File: config.mk
export PLATFORM = sky130hd
export DESIGN_NAME = nmi_line_ctrl
export DESIGN_NICKNAME = d
export VERILOG_FILES = /design/src/rtl/nmi_pkg.sv /design/src/rtl/nmi_sync.sv /design/src/rtl/nmi_detect.sv /design/src/rtl/nmi_regs.sv /design/src/rtl/nmi_line_ctrl.sv
export SDC_FILE = /design/constraint.sdc
export NUM_CORES = 1
export LEC_CHECK = 0
export CAP_MARGIN = 20
export CELL_PAD_IN_SITES_DETAIL_PLACEMENT = 1
export CELL_PAD_IN_SITES_GLOBAL_PLACEMENT = 2
export CORE_ASPECT_RATIO = 1.5
export CORE_UTILIZATION = 25
export CTS_BUF_LIST = sky130_fd_sc_hd__clkbuf_16
export DETAILED_ROUTE_END_ITERATION = 16
export PLACE_DENSITY = 0.8
export SLEW_MARGIN = 5
export SYNTH_ARGS = -nofsm -noshare
export SYNTH_HDL_FRONTEND = slang
export SYNTH_HIERARCHICAL = 1
export SYNTH_SLANG_ARGS = --single-unit
File: constraint.sdc
create_clock -name clk -period 3.5 [get_ports clk]
set_input_delay 1.05 -clock clk [delete_from_list [all_inputs] [get_ports clk]]
set_output_delay 1.05 -clock clk [all_outputs]
set_load 0.005 [all_outputs]
File: src/rtl/nmi_pkg.sv
package nmi_pkg;

  typedef enum logic [1:0] {
    TRIG_LVL_LO = 2'd0,
    TRIG_FALL   = 2'd1,
    TRIG_LVL_HI = 2'd2,
    TRIG_RISE   = 2'd3
  } trig_e;

  localparam int unsigned CTRL_OFF  = 32'h00;
  localparam int unsigned PEND_OFF  = 32'h04;
  localparam int unsigned EN_OFF_A  = 32'h08;
  localparam int unsigned EN_OFF_B  = 32'h34;

  localparam int unsigned TRIG_LSB  = 0;
  localparam int unsigned TRIG_W    = 2;

endpackage

File: src/rtl/nmi_sync.sv
module nmi_sync #(
  parameter int unsigned STAGES    = 2,
  parameter logic        RST_LEVEL = 1'b1
) (
  input  logic clk,
  input  logic rst_n,
  input  logic async_in,
  output logic sync_out
);

  logic [STAGES-1:0] stage_q;

  generate
    for (genvar g = 0; g < STAGES; g++) begin : g_stage
      if (g == 0) begin : g_first
        always_ff @(posedge clk or negedge rst_n) begin
          if (!rst_n) stage_q[g] <= RST_LEVEL;
          else        stage_q[g] <= async_in;
        end
      end else begin : g_next
        always_ff @(posedge clk or negedge rst_n) begin
          if (!rst_n) stage_q[g] <= RST_LEVEL;
          else        stage_q[g] <= stage_q[g-1];
        end
      end
    end
  endgenerate

  assign sync_out = stage_q[STAGES-1];

endmodule

File: src/rtl/nmi_detect.sv
module nmi_detect
  import nmi_pkg::*;
#(
  parameter logic RST_LEVEL = 1'b1
) (
  input  logic  clk,
  input  logic  rst_n,
  input  logic  line_sync,
  input  trig_e trig,
  output logic  event_o
);

  logic prev_q;
  logic rise_w;
  logic fall_w;

  always_ff @(posedge clk or negedge rst_n) begin
    if (!rst_n) prev_q <= RST_LEVEL;
    else        prev_q <= line_sync;
  end

  assign rise_w = line_sync & ~prev_q;
  assign fall_w = ~line_sync & prev_q;

  always_comb begin
    unique case (trig)
      TRIG_LVL_LO: event_o = ~line_sync;
      TRIG_FALL:   event_o = fall_w;
      TRIG_LVL_HI: event_o = line_sync;
      TRIG_RISE:   event_o = rise_w;
      default:     event_o = 1'b0;
    endcase
  end

endmodule

File: src/rtl/nmi_regs.sv
module nmi_regs
  import nmi_pkg::*;
#(
  parameter int unsigned ADDR_W    = 8,
  parameter int unsigned DATA_W    = 32,
  parameter int unsigned EN_OFFSET = EN_OFF_A
) (
  input  logic              clk,
  input  logic              rst_n,
  input  logic              bus_sel,
  input  logic              bus_wr,
  input  logic [ADDR_W-1:0] bus_addr,
  input  logic [DATA_W-1:0] bus_wdata,
  output logic [DATA_W-1:0] bus_rdata,
  input  logic              event_i,
  output trig_e             trig_o,
  output logic              pend_o,
  output logic              en_o
);

  localparam logic [ADDR_W-1:0] A_CTRL = ADDR_W'(CTRL_OFF);
  localparam logic [ADDR_W-1:0] A_PEND = ADDR_W'(PEND_OFF);
  localparam logic [ADDR_W-1:0] A_EN   = ADDR_W'(EN_OFFSET);

  logic [DATA_W-1:0] ctrl_q;
  logic              pend_q;
  logic              en_q;
  logic              hit_ctrl, hit_pend, hit_en;
  logic              wr_ctrl, wr_pend, wr_en;
  logic              clr_w;

  assign hit_ctrl = (bus_addr == A_CTRL);
  assign hit_pend = (bus_addr == A_PEND);
  assign hit_en   = (bus_addr == A_EN);

  assign wr_ctrl = bus_sel & bus_wr & hit_ctrl;
  assign wr_pend = bus_sel & bus_wr & hit_pend;
  assign wr_en   = bus_sel & bus_wr & hit_en;
  assign clr_w   = wr_pend & bus_wdata[0];

  always_ff @(posedge clk or negedge rst_n) begin
    if (!rst_n)       ctrl_q <= '0;
    else if (wr_ctrl) ctrl_q <= bus_wdata;
  end

  // a detected event takes precedence over a same-cycle clear
  always_ff @(posedge clk or negedge rst_n) begin
    if (!rst_n)       pend_q <= 1'b0;
    else if (event_i) pend_q <= 1'b1;
    else if (clr_w)   pend_q <= 1'b0;
  end

  always_ff @(posedge clk or negedge rst_n) begin
    if (!rst_n)     en_q <= 1'b0;
    else if (wr_en) en_q <= bus_wdata[0];
  end

  always_comb begin
    bus_rdata = '0;
    if (bus_sel && !bus_wr) begin
      if (hit_ctrl)      bus_rdata = ctrl_q;
      else if (hit_pend) bus_rdata = DATA_W'(pend_q);
      else if (hit_en)   bus_rdata = DATA_W'(en_q);
    end
  end

  assign trig_o = trig_e'(ctrl_q[TRIG_LSB +: TRIG_W]);
  assign pend_o = pend_q;
  assign en_o   = en_q;

endmodule

File: src/rtl/nmi_line_ctrl.sv
module nmi_line_ctrl
  import nmi_pkg::*;
#(
  parameter int unsigned ADDR_W      = 8,
  parameter int unsigned DATA_W      = 32,
  parameter int unsigned EN_OFFSET   = EN_OFF_A,
  parameter int unsigned SYNC_STAGES = 2
) (
  input  logic              clk,
  input  logic              rst_n,
  input  logic              bus_sel,
  input  logic              bus_wr,
  input  logic [ADDR_W-1:0] bus_addr,
  input  logic [DATA_W-1:0] bus_wdata,
  output logic [DATA_W-1:0] bus_rdata,
  input  logic              irq_in,
  output logic              irq_out
);

  localparam logic IDLE_LEVEL = 1'b1;

  logic  line_sync;
  logic  det_evt;
  trig_e trig_sel;
  logic  pend_q;
  logic  en_q;
  logic  irq_q;

  nmi_sync #(
    .STAGES    (SYNC_STAGES),
    .RST_LEVEL (IDLE_LEVEL)
  ) u_sync (
    .clk      (clk),
    .rst_n    (rst_n),
    .async_in (irq_in),
    .sync_out (line_sync)
  );

  nmi_detect #(
    .RST_LEVEL (IDLE_LEVEL)
  ) u_detect (
    .clk       (clk),
    .rst_n     (rst_n),
    .line_sync (line_sync),
    .trig      (trig_sel),
    .event_o   (det_evt)
  );

  nmi_regs #(
    .ADDR_W    (ADDR_W),
    .DATA_W    (DATA_W),
    .EN_OFFSET (EN_OFFSET)
  ) u_regs (
    .clk       (clk),
    .rst_n     (rst_n),
    .bus_sel   (bus_sel),
    .bus_wr    (bus_wr),
    .bus_addr  (bus_addr),
    .bus_wdata (bus_wdata),
    .bus_rdata (bus_rdata),
    .event_i   (det_evt),
    .trig_o    (trig_sel),
    .pend_o    (pend_q),
    .en_o      (en_q)
  );

  always_ff @(posedge clk or negedge rst_n) begin
    if (!rst_n) irq_q <= 1'b0;
    else        irq_q <= pend_q & en_q;
  end

  assign irq_out = irq_q;

endmodule

==> results of run 1 <==
==> placed cells by master (no fill, tap or decap), drive strengths merged <==
cell type / n
dlygate4sd2: 3
clkinv: 2
nor3: 1
dfrtp: 35
bufinv: 1
mux2: 33
o22ai: 1
nor2: 2
and4bb: 1
nor4b: 1
xor2: 1
nor2b: 1
xnor2: 1
and2: 33
buf: 53
or4: 1
a21o: 1
nor4: 1
inv: 1
and3b: 2
nand4: 2
dfstp: 3
a21oi: 1
and4b: 1
clkdlybuf4s50: 37
clkbuf: 6
==> final timing paths <==
check	start	end	depth (start not counted)
min in group asynchronous	rst_n	u_regs/ctrl_q[2]$_DFFE_PN0P_	1
worst min register to register	u_sync/stage_q[0]$_DFF_PN1_	u_sync/sync_out$_DFF_PN1_	0
worst max register to register	u_sync/sync_out$_DFF_PN1_	u_regs/pend_o$_DFFE_PN0P_	3
worst min-delay path	u_sync/stage_q[0]$_DFF_PN1_	u_sync/sync_out$_DFF_PN1_	0
max in group asynchronous	rst_n	u_regs/ctrl_q[17]$_DFFE_PN0P_	1
worst max-delay path	bus_addr[2]	bus_rdata[1]	7
==> repair_timing <==
item                                   in CTS  in global routing
setup buffers                              11                  0
gates resized for setup                   206                  8
pin swaps                                  30                  3
endpoints found under the hold margin       0                  0
gates cloned                                2                  0
setup endpoints to repair                  32                 32
==> report_power, final <==
| group | total [uW] | switching [uW] | internal, uW |
|---|---|---|---|
| clock | 502 | 168 | 333 |
| combinational | 80.5 | 24.8 | 55.7 |
| sequential | 460 | 6.69 | 453 |
==> final cells by class <==
cell class,count,area share (%)
Clock inverter,3,1.35
Clock buffer,5,4.22
Inverter,1,0.127
Sequential cell,38,32.2
Tap cell,76,3.21
Timing Repair Buffer,94,32.4
Multi-Input combinational cell,84,26.5
==> layer usage <==
metal | up-vias | wire length [microns] | track usage, %
met5 | - | 0 | 0
met4 | 0 | 59 | 5.00
met2 | 34 | 2730 | 25.3
li1 | 630 | - | -
met1 | 649 | 1730 | 15.6
met3 | 4 | 164 | 2.33
==> cell families (layout without fill, tap and decap cells) <==
kind of cell           after synthesis  after routing  share of synthesized area (%)
multiplexers                        33             33                           21.4
flip-flops                          38             38                           54.9
buffers and inverters               10            103                           4.10
AND/OR/NAND/NOR                     46             46                           17.5
AO/OA/AOI/OAI                        3              3                           1.08
XOR/XNOR                             2              2                           1.01
==> critical path: stages <==
cell and delay, ns:
buf_6 0.09, or4_4 0.52, and4bb_2 0.36, buf_6 0.13, buf_12 0.12, and2_4 0.14
buf_6 0.08
==> through the flow <==
stage          setup TNS (ns)  instance area [sq um]
5_1_grt                 -2.80                   2970
4_1_cts                 -3.12                   3030
3_3_place_gp           -22.67                   2620
6_report                -1.32                   2970
3_5_place_dp           -22.88                   2620
2_1_floorplan               0                   1740
==> state kept, by name, indices dropped and copies added, names as in the netlist <==
name             cells
irq_out              1
u_regs/pend_o        1
u_sync/sync_out      1
u_sync/stage_q       1
u_regs/ctrl_q       32
u_detect/prev_q      1
u_regs/en_o          1
==> summary.txt, run 1 <==
Timing
  – Worst-Margin Slew: 0.867 ns
  – Slew headroom: 42.2%
  – Final period util: 102%
  – Time the worst path needs with I/O delays and setup: 3.56 ns
  – Unrepaired setup endpoints after global routing: true
  – Skew final: about 0.00065 ns
  – Hold Violations, Final: 0
  – Fin. max-slew vios: 0
  – Setup violations, final: 29
  – WHS: 0.362 ns
  – Fmax: 281 MHz
  – Setup slack after layout: -0.0569 ns

GRT
  – First-pass GRT wire length: 7770 microns
  – Initial antenna violation count: 0
  – Congestion Overflow GR: 0
  – Pin count of the biggest net entering global routing: 39
  – Total track usage: between 10% and 20%
  – Vias in the first global route: 1445

Drt
  – Total number of vias: 1317
  – DR vias/cell: 4.38
  – Post-DR wirelength/cell: roughly 16 microns
  – Post-detailed-route count of antenna-violating nets: 0
  – TritonRoute pass-1 iters: 3
  – DR iter-0 viols: 29
  – # DRC: 0
  – Final wirelength: 4680 microns

Clock tree
  – Clock tree from TritonCTS: built
  – Maximum root-to-sink buffer count: 2
  – Clock slew seen by the registers of the worst setup and hold paths: ~0.060 ns
  – H-tree depth: 2
  – Worst-Skew Late Latency: 0.27 ns
  – Cts bufs inserted: 5
  – Clk sinks: 38
  – Root buffer cell: clkbuf_16
  – Hold_buf cts: 0

Setup path
  – Max FO, Critical Path: 8
  – Crit. End Element: primary output
  – Required time of the critical path: 2.45 ns
  – CP Launch Type: primary input
  – Reg2Reg Setup Slack: 2.49 ns
  – WS Path Type: in -> out
  – Critical path arrival: 2.51 ns

Flow run
  – Max-Cap Viols: 0

Die
  – FP Rows: 36
  – Starting Density: 26.2%
  – Die height: roughly 100 microns
  – Die area: 0.00730 sq mm
  – Die X: around 70 microns
  – I/O pin cnt: 78
  – CORE AREA: 0.00662 sq mm

Yosys
  – Most numerous cell in the Yosys netlist: dfrtp_1
  – Most used DFF post-synth: dfrtp_1
  – Mapped cell area: 0.00174 sq mm
  – Register area share after synthesis: between 50 and 60%
  – Area leader, netlist: dfrtp_1
  – Post-Syn Area per Cell: between 10 and 15 sq um
  – Register bit total from synthesis: 38
  – Synth top area cells: dfrtp_1 (50%), mux2_2 (16%), and2_1 (12%), mux2_1 (5.2%), dfstp_2 (4.5%)
  – Post-synth top cells: dfrtp_1 (35), and2_1 (33), mux2_2 (25)
  – Number of flops mapped to enable cells by yosys: 0
  – Mapped Cells: 132
  – Syn nets: 177
  – Synth async-reset ratio: 100%
  – Distinct cell type count after synthesis: 24
  – Synth top area share: between 50 and 60%
  – Synth warn: 6

Cells and area
  – Multi-input gate area: 786 sq um
  – Seq. cell area: 955 sq um
  – Layout cells sized above 1: 53.3%
  – Fill cell count: roughly 690
  – Final core occ: 44.8%
  – Nets: 269
  – Area grow syn2layout: 70.7%
  – Final std cells w/o fill: 301
  – N_diodes: 0

Power and ir drop
  – Lkg Pwr: 0.00145 uW
  – Pwr Density: 351 mW/mm^2
  – Maximum VDD drop: 241 uV
  – Power, Total: 1040 uW

Place
  – Hpwl dp: 3010 microns
  – Pre-CTS WS: -0.747 ns
  – Dpl cells: 284
  – Gpl congestion: 0.690
  – # port buffers: 77

Status
  – Outcome: complete, but fails checks
  – Failing checks: setup timing

Hold path
  – Hold WC Path Type: reg -> reg
(Power assumes the default switching activity.)
==> run 2, diff against run 1 <==
--- a/config.mk
+++ b/config.mk
@@ -13,6 +13,7 @@
 export CTS_BUF_LIST = sky130_fd_sc_hd__clkbuf_16
 export DETAILED_ROUTE_END_ITERATION = 16
 export PLACE_DENSITY = 0.8
+export REMOVE_ABC_BUFFERS = 1
 export SLEW_MARGIN = 5
 export SYNTH_ARGS = -nofsm -noshare
 export SYNTH_HDL_FRONTEND = slang
==> run 2 against run 1 <==
The run still ends with setup timing left; via count up 1.3%; global-route usage down 0.29 points; highest routed layer unchanged; clock skew increased by 0.0051 ns; wire length decreased by 3.6%; flip-flop and latch count unchanged; first-iteration DRC count rose by 31%; fmax down 2.4%; final cell count increased by 1.0%; count of clock-buffer cells in the layout unchanged; cell area grew 3.0%; critical path depth rose by 1.
==> summary.txt, run 2 (synthesized netlist as in run 1, its figures left out) <==
Power and ir drop
  – Maximum VDD drop: roughly 180 uV
  – Pwr Density: 365 mW/mm^2
  – Lkg Pwr: 0.00148 uW

Hold path
  – Worst hold stages: 0
  – Hold WC Path Type: reg -> reg

Cells and area
  – Multi-input gate area: 782 sq um
  – Post-route cell area: 0.00305 sq mm
  – Max reg flops: 32
  – N_diodes: 0
  – Nets: 272
  – Most common cell after layout, fill and taps aside: clkdlybuf4s50_1
  – Area grow syn2layout: 75.7%
  – Biggest register: u_regs/ctrl_q
  – Most frequent cells in the layout: clkdlybuf4s50_1 (36), dfrtp_1 (35), buf_6 (27), mux2_2 (25), and2_4 (24)
  – Seq. cell area: 955 sq um
  – Fill cell count: 684
  – Layout cells sized above 1: 51.3%

Timing
  – Skew final: around 0.0057 ns
  – Slew headroom: a little over two fifths
  – Fmax: 274 MHz
  – Setup slack after layout: -0.146 ns
  – Hold Violations, Final: 0
  – Unrepaired setup endpoints after global routing: true
  – Setup violations, final: 31
  – Time the worst path needs with I/O delays and setup: ~3.6 ns
  – Final period util: 104%
  – Fin. max-slew vios: 0
  – Setup TNS: -2.42 ns
  – Worst-Margin Slew: 0.844 ns

Setup path
  – CP Launch Type: primary input
  – Crit. End Element: primary output
  – CP peak stage delay: 0.52 ns
  – WS Path Type: in -> out
  – Critical path arrival: 2.60 ns
  – Required time of the critical path: 2.45 ns
  – Crit-path cells: buf_6 > or4_4 > and4bb_4 > buf_6 > buf_12 > buf_16 > and2_4 > buf_6
  – R2R cell count: 3
  – CP most frequent cell: buf_6
  – Crit-path slowest cell: or4_4
  – Max FO, Critical Path: 6

GRT
  – First-pass GRT wire length: 7670 microns
  – Met1 usage: 14.2%
  – Pin count of the biggest net entering global routing: 39
  – Congestion Overflow GR: 0
  – Vias in the first global route: 1584
  – Gr busiest metal: met2
  – Initial antenna violation count: 0
  – Grt met2 use: 24.8%
  – Grt met3 use: between 3 and 4%
  – Total track usage: 13.5%

Clock tree
  – Maximum root-to-sink buffer count: 2
  – Root buffer cell: clkbuf_16
  – H-tree depth: 2
  – Clock tree from TritonCTS: built
  – Cts bufs inserted: 5
  – Clk sinks: 38
  – Clock slew seen by the registers of the worst setup and hold paths: 0.06 ns
  – Worst-Skew Late Latency: 0.28 ns

Drt
  – Post-detailed-route count of antenna-violating nets: 0
  – # DRC: 0
  – Final wirelength: 4510 microns
  – DR vias/cell: between 4 and 5
  – Post-DR wirelength/cell: 14.8 microns
  – TritonRoute pass-1 iters: 4
  – DR iter-0 viols: 38
  – Total number of vias: 1334

Die
  – Starting Density: 26.2%
  – CORE AREA: 0.00662 sq mm
  – I/O pin cnt: 78
  – FP Rows: 36
  – Die area: roughly 0.0073 sq mm
  – Die height: 104 microns
  – Die X: between 70 and 80 microns

Status
  – Outcome: complete, but fails checks
  – Failing checks: setup timing

Place
  – # port buffers: 77
  – Hpwl dp: 2970 microns
  – Post-DP Area: 0.00266 sq mm
  – Gpl congestion: 0.770

Flow run
  – Max-Cap Viols: 0
==> run 2: layout make-up <==
| cell class | instances | area share [%] |
|---|---|---|
| timing repair buffer | 97 | 33.7 |
| sequential | 38 | 31.3 |
| multi-input combinational | 84 | 25.6 |
| clock buffer | 5 | 4.10 |
| tap | 76 | 3.11 |
| clock inverter | 3 | 2.09 |
| inverter | 1 | 0.123 |
==> run 2: path summary, 6_finish.rpt <==
check / startpoint / end / slack, ns
worst min-delay path: u_sync/stage_q[0]$_DFF_PN1_ / u_sync/sync_out$_DFF_PN1_ / 0.35
min in group asynchronous: rst_n / u_regs/ctrl_q[7]$_DFFE_PN0P_ / 0.88
worst max-delay path: bus_addr[0] / bus_rdata[1] / -0.15
worst max register to register: u_sync/sync_out$_DFF_PN1_ / u_regs/pend_o$_DFFE_PN0P_ / 2.48
worst min register to register: u_sync/stage_q[0]$_DFF_PN1_ / u_sync/sync_out$_DFF_PN1_ / 0.35
max in group asynchronous: rst_n / u_regs/ctrl_q[0]$_DFFE_PN0P_ / 2.09
==> run 2: routing by layer <==
metal / wire length (microns) / vias up
met5: 0 / -
met4: 30 / 0
met3: 256 / 2
met2: 2590 / 47
met1: 1630 / 652
li1: - / 633
==> run 2: repair_timing <==
item                       4_1_cts  5_1_grt
setup endpoints to repair       32       32
gates cloned                     4        0
setup buffers                    8        1
hold buffers                     0        0
resized for setup              193       10
pin swaps                       23        5
==> run 2: power breakdown <==
part	switching, uW	internal [uW]
combinational	25.0	57.5
clock	168	406
sequential	6.36	453
==> run 2: metrics by stage <==
| stage | total power [uW] | setup WS (ns) | utilization (%) | hold WS [ns] | cells |
|---|---|---|---|---|---|
| global placement | 549 | -0.746 | 40.2 | 0.347 | 288 |
| CTS | 1140 | -0.190 | 46.2 | 0.356 | 306 |
| detailed placement | 551 | -0.764 | 40.2 | 0.348 | 288 |
| floorplan | 479 | 0.201 | - | 0.345 | 123 |
| global route | 1170 | -0.198 | 46.1 | 0.360 | 304 |
| finish | 1120 | -0.146 | 46.1 | 0.355 | 304 |
==> run 2: critical path: cells and delay by family <==
family,cells,cell delay [ns]
AND/OR/NAND/NOR,3,1.02
buffers and inverters,5,0.53
==> run 3, diff against run 2 <==
--- a/config.mk
+++ b/config.mk
@@ -5,7 +5,7 @@
 export SDC_FILE = /design/constraint.sdc
 export NUM_CORES = 1
 export LEC_CHECK = 0
-export CAP_MARGIN = 20
+export CAP_MARGIN = 15
 export CELL_PAD_IN_SITES_DETAIL_PLACEMENT = 1
 export CELL_PAD_IN_SITES_GLOBAL_PLACEMENT = 2
 export CORE_ASPECT_RATIO = 1.5
==> results of run 3 <==
The final DEF is identical to that of run 2; final timing and power are the same.
